[src/rtl/sdram_act_guard_pkg.sv]
package sdram_act_guard_pkg;
  typedef enum logic [2:0] {
    CMD_NOP = 3'd0,
    CMD_ACT = 3'd1,
    CMD_RD  = 3'd2,
    CMD_WR  = 3'd3,
    CMD_PRE = 3'd4
  } cmd_e;

  // ceiling of ns / period, integer picoseconds
  function automatic int ns_to_cyc(input int ns, input int period_ps);
    return (ns * 1000 + period_ps - 1) / period_ps;
  endfunction
endpackage

[src/rtl/sdram_dn_timer.sv]
module sdram_dn_timer #(
  parameter int LOAD = 3
) (
  input  logic clk_i,
  input  logic rst_ni,
  input  logic load_i,
  output logic zero_o
);
  localparam int W = (LOAD > 2) ? $clog2(LOAD) : 1;
  localparam logic [W-1:0] LV = (LOAD > 0) ? W'(LOAD - 1) : '0;

  logic [W-1:0] cnt_q;

  always_ff @(posedge clk_i or negedge rst_ni) begin
    if (!rst_ni)          cnt_q <= '0;
    else if (load_i)      cnt_q <= LV;
    else if (cnt_q != '0) cnt_q <= cnt_q - 1'b1;
  end

  assign zero_o = (cnt_q == '0);

  // expired timer stays expired until reloaded
  p_tmr_sat_r6: assert property (@(posedge clk_i) disable iff (!rst_ni)
    (zero_o && !load_i) |=> zero_o);
endmodule

[src/rtl/sdram_bank_slot.sv]
module sdram_bank_slot #(
  parameter int ROW_W = 12,
  parameter int RCD_C = 3,
  parameter int RC_C  = 8
) (
  input  logic             clk_i,
  input  logic             rst_ni,
  input  logic             act_i,
  input  logic             pre_i,
  input  logic [ROW_W-1:0] row_i,
  output logic             open_o,
  output logic [ROW_W-1:0] row_o,
  output logic             rcd_ok_o,
  output logic             rc_ok_o
);
  logic             open_q;
  logic [ROW_W-1:0] row_q;

  always_ff @(posedge clk_i or negedge rst_ni) begin
    if (!rst_ni) begin
      open_q <= 1'b0;
      row_q  <= '0;
    end else if (act_i) begin
      open_q <= 1'b1;
      row_q  <= row_i;
    end else if (pre_i) begin
      open_q <= 1'b0;
    end
  end

  sdram_dn_timer #(.LOAD(RCD_C)) u_rcd (
    .clk_i(clk_i), .rst_ni(rst_ni), .load_i(act_i), .zero_o(rcd_ok_o));
  sdram_dn_timer #(.LOAD(RC_C)) u_rc (
    .clk_i(clk_i), .rst_ni(rst_ni), .load_i(act_i), .zero_o(rc_ok_o));

  assign open_o = open_q;
  assign row_o  = row_q;

  p_act_opens_r11: assert property (@(posedge clk_i) disable iff (!rst_ni)
    act_i |=> (open_o && row_o == $past(row_i)));
  p_pre_closes_r8: assert property (@(posedge clk_i) disable iff (!rst_ni)
    (pre_i && !act_i) |=> !open_o);
  if (RC_C > 1) begin : g_rc_chk
    p_rc_busy_r6: assert property (@(posedge clk_i) disable iff (!rst_ni)
      act_i |=> !rc_ok_o);
  end
endmodule

[src/rtl/sdram_act_guard.sv]
module sdram_act_guard
  import sdram_act_guard_pkg::*;
#(
  parameter int PERIOD_PS = 8000,
  parameter int TRCD_NS   = 20,
  parameter int TRC_NS    = 60,
  parameter int TRRD_NS   = 12,
  parameter int BANKS     = 4,
  parameter int ROW_W     = 12
) (
  input  logic                   clk_i,
  input  logic                   rst_ni,
  input  logic                   req_valid_i,
  input  logic [2:0]             req_cmd_i,
  input  logic [1:0]             req_bank_i,
  input  logic [11:0]            req_row_i,
  output logic                   grant_o,
  output logic                   stall_o,
  output logic                   row_miss_o,
  output logic [3:0]             bank_open_o,
  output logic [47:0]            open_row_o
);
  localparam int RCD_C  = ns_to_cyc(TRCD_NS, PERIOD_PS);
  localparam int RC_C   = ns_to_cyc(TRC_NS, PERIOD_PS);
  localparam int RRD_C  = ns_to_cyc(TRRD_NS, PERIOD_PS);
  localparam int BANK_W = $clog2(BANKS);

  cmd_e             cmd;
  logic [BANKS-1:0] open_v, rcd_ok_v, rc_ok_v, act_v, pre_v;
  logic [ROW_W-1:0] row_v [BANKS];
  logic             rrd_ok, ok, is_col, is_cmd, hit, act_gnt, pre_gnt;
  logic [BANK_W-1:0] bank;

  assign bank = req_bank_i[BANK_W-1:0];

  always_comb begin
    cmd = CMD_NOP;
    case (req_cmd_i)
      3'd1: cmd = CMD_ACT;
      3'd2: cmd = CMD_RD;
      3'd3: cmd = CMD_WR;
      3'd4: cmd = CMD_PRE;
      default: cmd = CMD_NOP;
    endcase
  end

  always_comb begin
    is_col = (cmd == CMD_RD) || (cmd == CMD_WR);
    is_cmd = (cmd != CMD_NOP);
    hit    = (row_v[bank] == req_row_i[ROW_W-1:0]);
    case (cmd)
      CMD_ACT: ok = !open_v[bank] && rc_ok_v[bank] && rrd_ok;
      CMD_RD,
      CMD_WR:  ok = open_v[bank] && hit && rcd_ok_v[bank];
      CMD_PRE: ok = 1'b1;
      default: ok = 1'b0;
    endcase
  end

  assign grant_o    = req_valid_i && ok;
  assign stall_o    = req_valid_i && is_cmd && !ok;
  assign row_miss_o = req_valid_i && is_col && open_v[bank] && !hit;
  assign act_gnt    = grant_o && (cmd == CMD_ACT);
  assign pre_gnt    = grant_o && (cmd == CMD_PRE);

  for (genvar b = 0; b < BANKS; b++) begin : g_bank
    assign act_v[b] = act_gnt && (bank == BANK_W'(b));
    assign pre_v[b] = pre_gnt && (bank == BANK_W'(b));
    sdram_bank_slot #(.ROW_W(ROW_W), .RCD_C(RCD_C), .RC_C(RC_C)) u_slot (
      .clk_i(clk_i), .rst_ni(rst_ni),
      .act_i(act_v[b]), .pre_i(pre_v[b]), .row_i(req_row_i[ROW_W-1:0]),
      .open_o(open_v[b]), .row_o(row_v[b]),
      .rcd_ok_o(rcd_ok_v[b]), .rc_ok_o(rc_ok_v[b]));
    assign bank_open_o[b] = open_v[b];
    assign open_row_o[b*ROW_W +: ROW_W] = row_v[b];
  end

  sdram_dn_timer #(.LOAD(RRD_C)) u_rrd (
    .clk_i(clk_i), .rst_ni(rst_ni), .load_i(act_gnt), .zero_o(rrd_ok));

  p_col_open_r2: assert property (@(posedge clk_i) disable iff (!rst_ni)
    (grant_o && is_col) |-> bank_open_o[req_bank_i]);
  p_miss_stalls_r3: assert property (@(posedge clk_i) disable iff (!rst_ni)
    row_miss_o |-> (stall_o && !grant_o));
  p_act_closed_r5: assert property (@(posedge clk_i) disable iff (!rst_ni)
    act_gnt |-> !bank_open_o[req_bank_i]);
  p_idle_quiet_r9: assert property (@(posedge clk_i) disable iff (!rst_ni)
    !req_valid_i |-> (!grant_o && !stall_o && !row_miss_o));
  p_one_act_r5: assert property (@(posedge clk_i) disable iff (!rst_ni)
    $onehot0(act_v));
  if (RRD_C > 1) begin : g_rrd_chk
    p_act_spacing_r7: assert property (@(posedge clk_i) disable iff (!rst_ni)
      act_gnt |=> !act_gnt);
  end
endmodule

[config.mk]
export PLATFORM = sky130hd
export DESIGN_NAME = sdram_act_guard
export DESIGN_NICKNAME = d
export VERILOG_FILES = /design/src/rtl/sdram_act_guard_pkg.sv /design/src/rtl/sdram_dn_timer.sv /design/src/rtl/sdram_bank_slot.sv /design/src/rtl/sdram_act_guard.sv
export SDC_FILE = /design/constraint.sdc
export NUM_CORES = 1
export LEC_CHECK = 0
export ABC_AREA = 0
export BUFFER_PORTS_ARGS = -buffer_cell sky130_fd_sc_hd__buf_2
export CORE_UTILIZATION = 35
export CTS_CLUSTER_SIZE = 16
export DETAILED_ROUTE_END_ITERATION = 10
export GPL_TIMING_DRIVEN = 1
export HOLD_SLACK_MARGIN = 0.15
export MAX_ROUTING_LAYER = met4
export PLACE_DENSITY = 0.55
export SYNTH_ARGS = -nofsm -noshare
export SYNTH_HDL_FRONTEND = slang
export SYNTH_HIERARCHICAL = 1
export SYNTH_SLANG_ARGS = --single-unit
[constraint.sdc]
create_clock -name clk_i -period 10.2 [get_ports clk_i]
set_input_delay 3.06 -clock clk_i [delete_from_list [all_inputs] [get_ports clk_i]]
set_output_delay 3.06 -clock clk_i [all_outputs]
set_load 0.03 [all_outputs]
==> results of run 1 <==
-- how the worst max path moves through the flow --
| stage | depth (start not counted) | to | slack (ns) | start |
|---|---|---|---|---|
| 2_1_floorplan | 7 | row_miss_o | 1.43 | req_bank_i[0] |
| 3_3_place_gp | 6 | row_miss_o | 1.51 | req_bank_i[0] |
| 3_5_place_dp | 6 | row_miss_o | 1.45 | req_bank_i[0] |
| 4_1_cts | 6 | row_miss_o | 1.45 | req_bank_i[0] |
| 5_1_grt | 6 | row_miss_o | 1.33 | req_bank_i[0] |
| 6_report | 6 | row_miss_o | 1.53 | req_bank_i[0] |
-- placed cells by master (no fill, tap or decap), drive strengths merged, types with 8 or more instances in the layout --
cell and instances:
buf 79, dfrtp 73, mux2 48, nor2 28
inv 23, nor2b 17, mux4 15, ha 12
clkbuf 12, xnor2 9, xor2 8, mux2i 8
a211o 8
-- worst max-delay path, cell delays in order --
cell and delay [ns]:
buf_2 0.48, mux4_1 0.65, xor2_1 0.16, nor4_1 0.77, a2111oi_0 0.25, buf_2 0.23
-- flip-flops by register name (all words and copies together) (netlist names) --
signal / flops
u_rrd/cnt_q: 1
g_bank.u_slot/open_o: 4
g_bank.u_slot/u_rc/cnt_q: 12
g_bank.u_slot/u_rcd/cnt_q: 8
g_bank.u_slot/row_o: 48
-- cells in the mapped netlist --
cell type  count  area, um2
nand4_1        2       12.5
mux2i_1        8       80.1
nor4_1         1       6.26
nor4b_1        1       8.76
dfrtp_1       73       1830
nand2_2        1       6.26
nor2_1        28        105
buf_6          5       56.3
or4b_1         1       10.0
nor3b_1        1       7.51
mux2_2        12        135
nand3_1        1       5.00
xnor2_1        9       78.8
and2b_1        1       7.51
a31oi_1        1       6.26
nor2b_4        4       55.1
xor2_1         8       70.1
buf_4          1       7.51
mux2_4        36        541
mux4_2         6        135
nand2_1        4       15.0
a31o_1         1       8.76
a211o_1        8       70.1
inv_1         23       86.3
a2111oi_0      1       8.76
nor3_2         1       10.0
mux4_1         9        236
nor3_1         1       5.00
or2_2          1       6.26
nor2b_1       13       81.3
buf_2          2       10.0
nand2b_1       3       18.8
a21oi_2        1       8.76
a21o_2         4       35.0
ha_1          12        150
-- routing by layer --
layer  GRT usage [%]  vias up  part of all wire (%)
li1                -     1166                     -
met5               -        -                     0
met1            21.7     1256                    49
met2            22.8       68                    45
met3            3.27        8                   4.6
met4            5.87        0                   1.2
-- cells by family (layout without fill, tap and decap cells) --
kind of cell	Yosys count	in the layout	synth area share, %
buffers and inverters	31	118	4.09
flip-flops	73	73	46.7
multiplexers	71	71	28.8
XOR/XNOR	17	17	3.81
AO/OA/AOI/OAI	16	16	3.52
AND/OR/NAND/NOR	64	64	9.21
adder cells (fa/ha/maj)	12	12	3.84
-- report_power, final --
| group | total (mW) | leakage (nW) | internal, mW | switching, mW |
|---|---|---|---|---|
| sequential | 0.388 | 0.966 | 0.348 | 0.0403 |
| clock | 0.286 | 0.127 | 0.177 | 0.110 |
| combinational | 0.309 | 1.36 | 0.154 | 0.155 |
-- final cells by class --
cell class,count,share of cell area [%]
clock buffers,12,3.31
clock inverters,4,2.11
inverters,23,1.84
multi-input cells,180,41.3
flip-flops and latches,73,39.0
well taps,140,3.74
repair buffers,79,8.70
==> results.tsv, run 1 <==
stage	metric	value	unit
status	status	complete, no violations	
final_layout	share of cells above drive strength 1	43.9	%
final_layout	antenna diode count	0	
clock_tree	post-CTS sizing	0	
clock_tree	Hold Buf Count CTS	0	
power	worst vdd ir	0.0760	mV
sta	Worst Skew	0.00480	ns
sta	Worst slew margin	35.9	%
drt	DR vias	2498	
clock_tree	CTS Buf Count	9	
clock_tree	CTS H-Tree Depth	3	
synthesis	Synth Area per Inst	13.8	um2
critical_path	Worst Path Required	7.14	ns
sta	period utilisation layout	85.0	%
critical_path	r2r setup slk	7.32	ns
synthesis	#FFs+latches synth	73	
final_layout	Non-Filler Instances	511	
sta	Final TNS setup	0	ns
critical_path	Crit Path Class	input port to primary output	
clock_tree	Clock Tree Buf Depth	2	
clock_tree	CTS tree	done	
sta	hold_ws	0.496	ns
drt	ANT nets after route	0	
clock_tree	Root Driver	clkbuf_8	
global_route	largest net degree at the start of global routing	74	
drt	DR DRC count	0	
sta	Final Hold Vio Count	0	
clock_tree	clk_lat worst skew	0.34	ns
placement	routability cong.	0.720	
floorplanning	Die Ht	108	um
final_layout	area of the multi-input gates	0.00194	mm2
critical_path	reg2reg path depth	10	
sta	RSZ-0062 raised after global routing	no	
drt	DRT Pass-1 Iters	5	
sta	fin worst setup slack	1.53	ns
hold_path	Hold Crit Depth	1	
clock_tree	Worst-path clk slew	0.08	ns
drt	post-DR wirelength/cell	16.2	um
sta	worst-margin pin slew	0.962	ns
floorplanning	# IOs	75	
power	Leak	2.45	nW
critical_path	WP data arrival	5.61	ns
synthesis	sequential fraction of the synthesis area	46.7	%
final_layout	register area	0.00183	mm2
final_layout	fin area	0.00469	mm2
power	PwrDens	210	mW/mm2
final_layout	fin nets	398	
drt	First DRT Iteration DRCs	80	
final_layout	Area Overhead vs Synth	19.9	%
global_route	Total GRT Usage	15.7	%
floorplanning	die width	108	um
synthesis	Synth cell types	35	
placement	placed inst area	0.00443	mm2
sta	Fmax	115	MHz
drt	via-per-instance ratio	4.89	
synthesis	synth warn	6	
critical_path	crit path capture type	primary output	
placement	Inst Count DP	495	
synthesis	Cells after Synth	284	
power	Pwr Total	984	uW
hold_path	Hold EP	g_bank[2].u_slot/u_rcd/cnt_q[1]$_DFFE_PN0P_	
critical_path	CP Max Fanout	20	
synthesis	syn_nets	316	
synthesis	Syn Std Cell Area	0.00391	mm2
drt	final WL	8270	um
sta	Tmin final	8.67	ns
final_layout	Fillers	1029	
placement	dpl ws	1.45	ns
global_route	vias in the first global route	2435	
hold_path	Hold Crit Class	flop to flop	
job	max_cap viols	0	
final_layout	Final Core Density	43.2	%
placement	Post-DP HPWL	5650	um
critical_path	startpoint types	input port	
global_route	initial antenna violation count	0	
clock_tree	setup bufs post-CTS	0	
floorplanning	Cell Rows	38	
global_route	first-pass GRT wire length	13200	um
clock_tree	clk sinks	73	
sta	Final setup viols	0	
global_route	grt ovf	0	
critical_path	worst r2r src	g_bank[1].u_slot/u_rc/cnt_q[0]$_DFFE_PN0P_	
sta	max-slew violation count	0	
floorplanning	Die ar.	0.0116	mm2
floorplanning	initial core utilization	36.1	%
placement	port bufs	74	
critical_path	reg2reg end	g_bank[0].u_slot/row_o[9]$_DFFE_PN0P_	
hold_path	min-delay src	g_bank[2].u_slot/u_rcd/cnt_q[1]$_DFFE_PN0P_	
floorplanning	core area	0.0108	mm2
No activity file was read; power rests on OpenSTA's default activity.
==> run 2: changes to the inputs <==
Settings changed: CORE_UTILIZATION 35 to 48, HOLD_SLACK_MARGIN 0.15 to 0.05, PLACE_DENSITY 0.55 to 0.71.
==> run 2 against run 1 <==
Largest cell class unchanged. Largest power group unchanged. Routed wire length is 7.6% lower. Clock-buffer cell count down 2. Clock skew rose by 0.0081 ns. Critical path type unchanged. Power is 3.3% lower. Flip-flop and latch count is the same. Critical endpoint unchanged. Final cell count shrank 7.4%.
==> results.tsv, run 2 (synthesis gave the netlist of run 1 again) <==
stage	metric	value	unit
sta	Worst Skew	0.0129	ns
job	max_cap viols	0	
clock_tree	CTS Buf Count	9	
clock_tree	Root Driver	clkbuf_8	
power	Psw	304	uW
placement	Post-DP HPWL	5180	um
drt	DRT Pass-1 Iters	4	
drt	DR DRC count	0	
global_route	GR Util met1	26.8	%
power	PwrDens	206	mW/mm2
final_layout	fin area	0.00461	mm2
clock_tree	clk_lat worst skew	0.35	ns
drt	via-per-instance ratio	5.34	
power	sequential share of power	40.8	%
global_route	GR Util met3	4.48	%
clock_tree	setup bufs post-CTS	0	
sta	max-slew violation count	0	
floorplanning	# IOs	75	
critical_path	Crit Path Class	input port to primary output	
drt	ANT nets after route	0	
power	Pwr Total	951	uW
critical_path	Worst Path Required	7.14	ns
sta	Final TNS setup	0	ns
sta	RSZ-0062 raised after global routing	no	
drt	final WL	7640	um
final_layout	Area Overhead vs Synth	18.0	%
sta	period utilisation layout	85.1	%
sta	Final setup viols	0	
floorplanning	initial core utilization	50.1	%
final_layout	fin nets	398	
floorplanning	Cell Rows	32	
status	status	complete, no violations	
final_layout	most common cell after layout, fill and taps aside	buf_2	
sta	hold_ws	0.497	ns
sta	Tmin final	8.68	ns
final_layout	Final Core Density	59.1	%
critical_path	WP data arrival	5.62	ns
critical_path	crit path capture type	primary output	
power	power share of the clock group	26.9	%
sta	Worst slew margin	38.6	%
global_route	grt ovf	0	
power	worst vdd ir	0.0804	mV
floorplanning	die width	92.3	um
clock_tree	CTS H-Tree Depth	3	
power	Switching Fraction	32.0	%
placement	Inst Count DP	457	
final_layout	antenna diode count	0	
sta	Fmax	115	MHz
floorplanning	core area	0.00781	mm2
hold_path	Hold Crit Depth	1	
clock_tree	Clock Tree Buf Depth	2	
hold_path	Hold Crit Class	flop to flop	
final_layout	share of cells above drive strength 1	44.2	%
placement	dpl ws	1.59	ns
floorplanning	Die ar.	0.00851	mm2
final_layout	Non-Filler Instances	473	
power	combinational fraction of design power	32.3	%
drt	post-DR wirelength/cell	16.1	um
clock_tree	clk sinks	73	
sta	fin worst setup slack	1.52	ns
global_route	Total GRT Usage	20.2	%
global_route	vias in the first global route	2502	
global_route	largest net degree at the start of global routing	74	
placement	routability cong.	0.801	
critical_path	startpoint types	input port	
clock_tree	Worst-path clk slew	0.07	ns
clock_tree	Hold Buf Count CTS	0	
drt	First DRT Iteration DRCs	137	
final_layout	max reg flops	48	
clock_tree	post-CTS sizing	0	
global_route	initial antenna violation count	0	
sta	Final Hold Vio Count	0	
placement	placed inst area	0.00439	mm2
clock_tree	CTS tree	done	
global_route	GRT met2 Usage	31.0	%
global_route	GRT Max-Usage Layer	met2	
drt	DR vias	2527	
placement	port bufs	74	
critical_path	CP Max Fanout	20	
final_layout	most frequent cells in the layout	buf_2 (74), dfrtp_1 (73), mux2_4 (36)	
critical_path	reg2reg path depth	10	
power	Leak	2.44	nW
floorplanning	Die Ht	92.3	um
sta	worst-margin pin slew	0.921	ns
global_route	first-pass GRT wire length	12800	um
power	internal power	647	uW
run 2: final cells by class:
class                           count  area [um2]
Multi-Input combinational cell    180        1940
Clock buffer                       10         138
Timing Repair Buffer               79         408
Tap cell                          102         128
Inverter                           23        86.3
Fill cell                         641        3190
Clock inverter                      6        90.1
Sequential cell                    73        1830
run 2: path summary, 6_finish.rpt:
kind	start	to	slack, ns
setup / recovery	req_bank_i[0]	row_miss_o	1.52
hold / removal	g_bank[1].u_slot/u_rcd/cnt_q[1]$_DFFE_PN0P_	g_bank[1].u_slot/u_rcd/cnt_q[1]$_DFFE_PN0P_	0.50
setup reg to reg	g_bank[1].u_slot/u_rc/cnt_q[0]$_DFFE_PN0P_	g_bank[0].u_slot/row_o[10]$_DFFE_PN0P_	6.88
hold reg to reg	g_bank[1].u_slot/u_rcd/cnt_q[1]$_DFFE_PN0P_	g_bank[1].u_slot/u_rcd/cnt_q[1]$_DFFE_PN0P_	0.50
max in group asynchronous	rst_ni	g_bank[3].u_slot/row_o[3]$_DFFE_PN0P_	6.68
min in group asynchronous	rst_ni	g_bank[1].u_slot/u_rc/cnt_q[1]$_DFFE_PN0P_	2.92
run 2: power by group through the flow:
stage | registers, mW | logic (mW) | clock network, mW
2_1_floorplan | 0.415 | 0.215 | 0
3_3_place_gp | 0.391 | 0.294 | 0
3_5_place_dp | 0.393 | 0.309 | 0
4_1_cts | 0.389 | 0.313 | 0.263
5_1_grt | 0.396 | 0.348 | 0.274
6_report | 0.388 | 0.307 | 0.256
run 2: worst max-delay path, cell delays in order:
cell and delay [ns]:
buf_2 0.48, mux4_1 0.65, xor2_1 0.17, nor4_1 0.76, a2111oi_0 0.26, buf_2 0.23
run 2: routing by layer:
metal | vias to the layer above | share of wire, %
li1 | 1164 | -
met1 | 1300 | 45
met2 | 51 | 49
met3 | 12 | 3.6
met4 | 0 | 1.6
met5 | - | 0
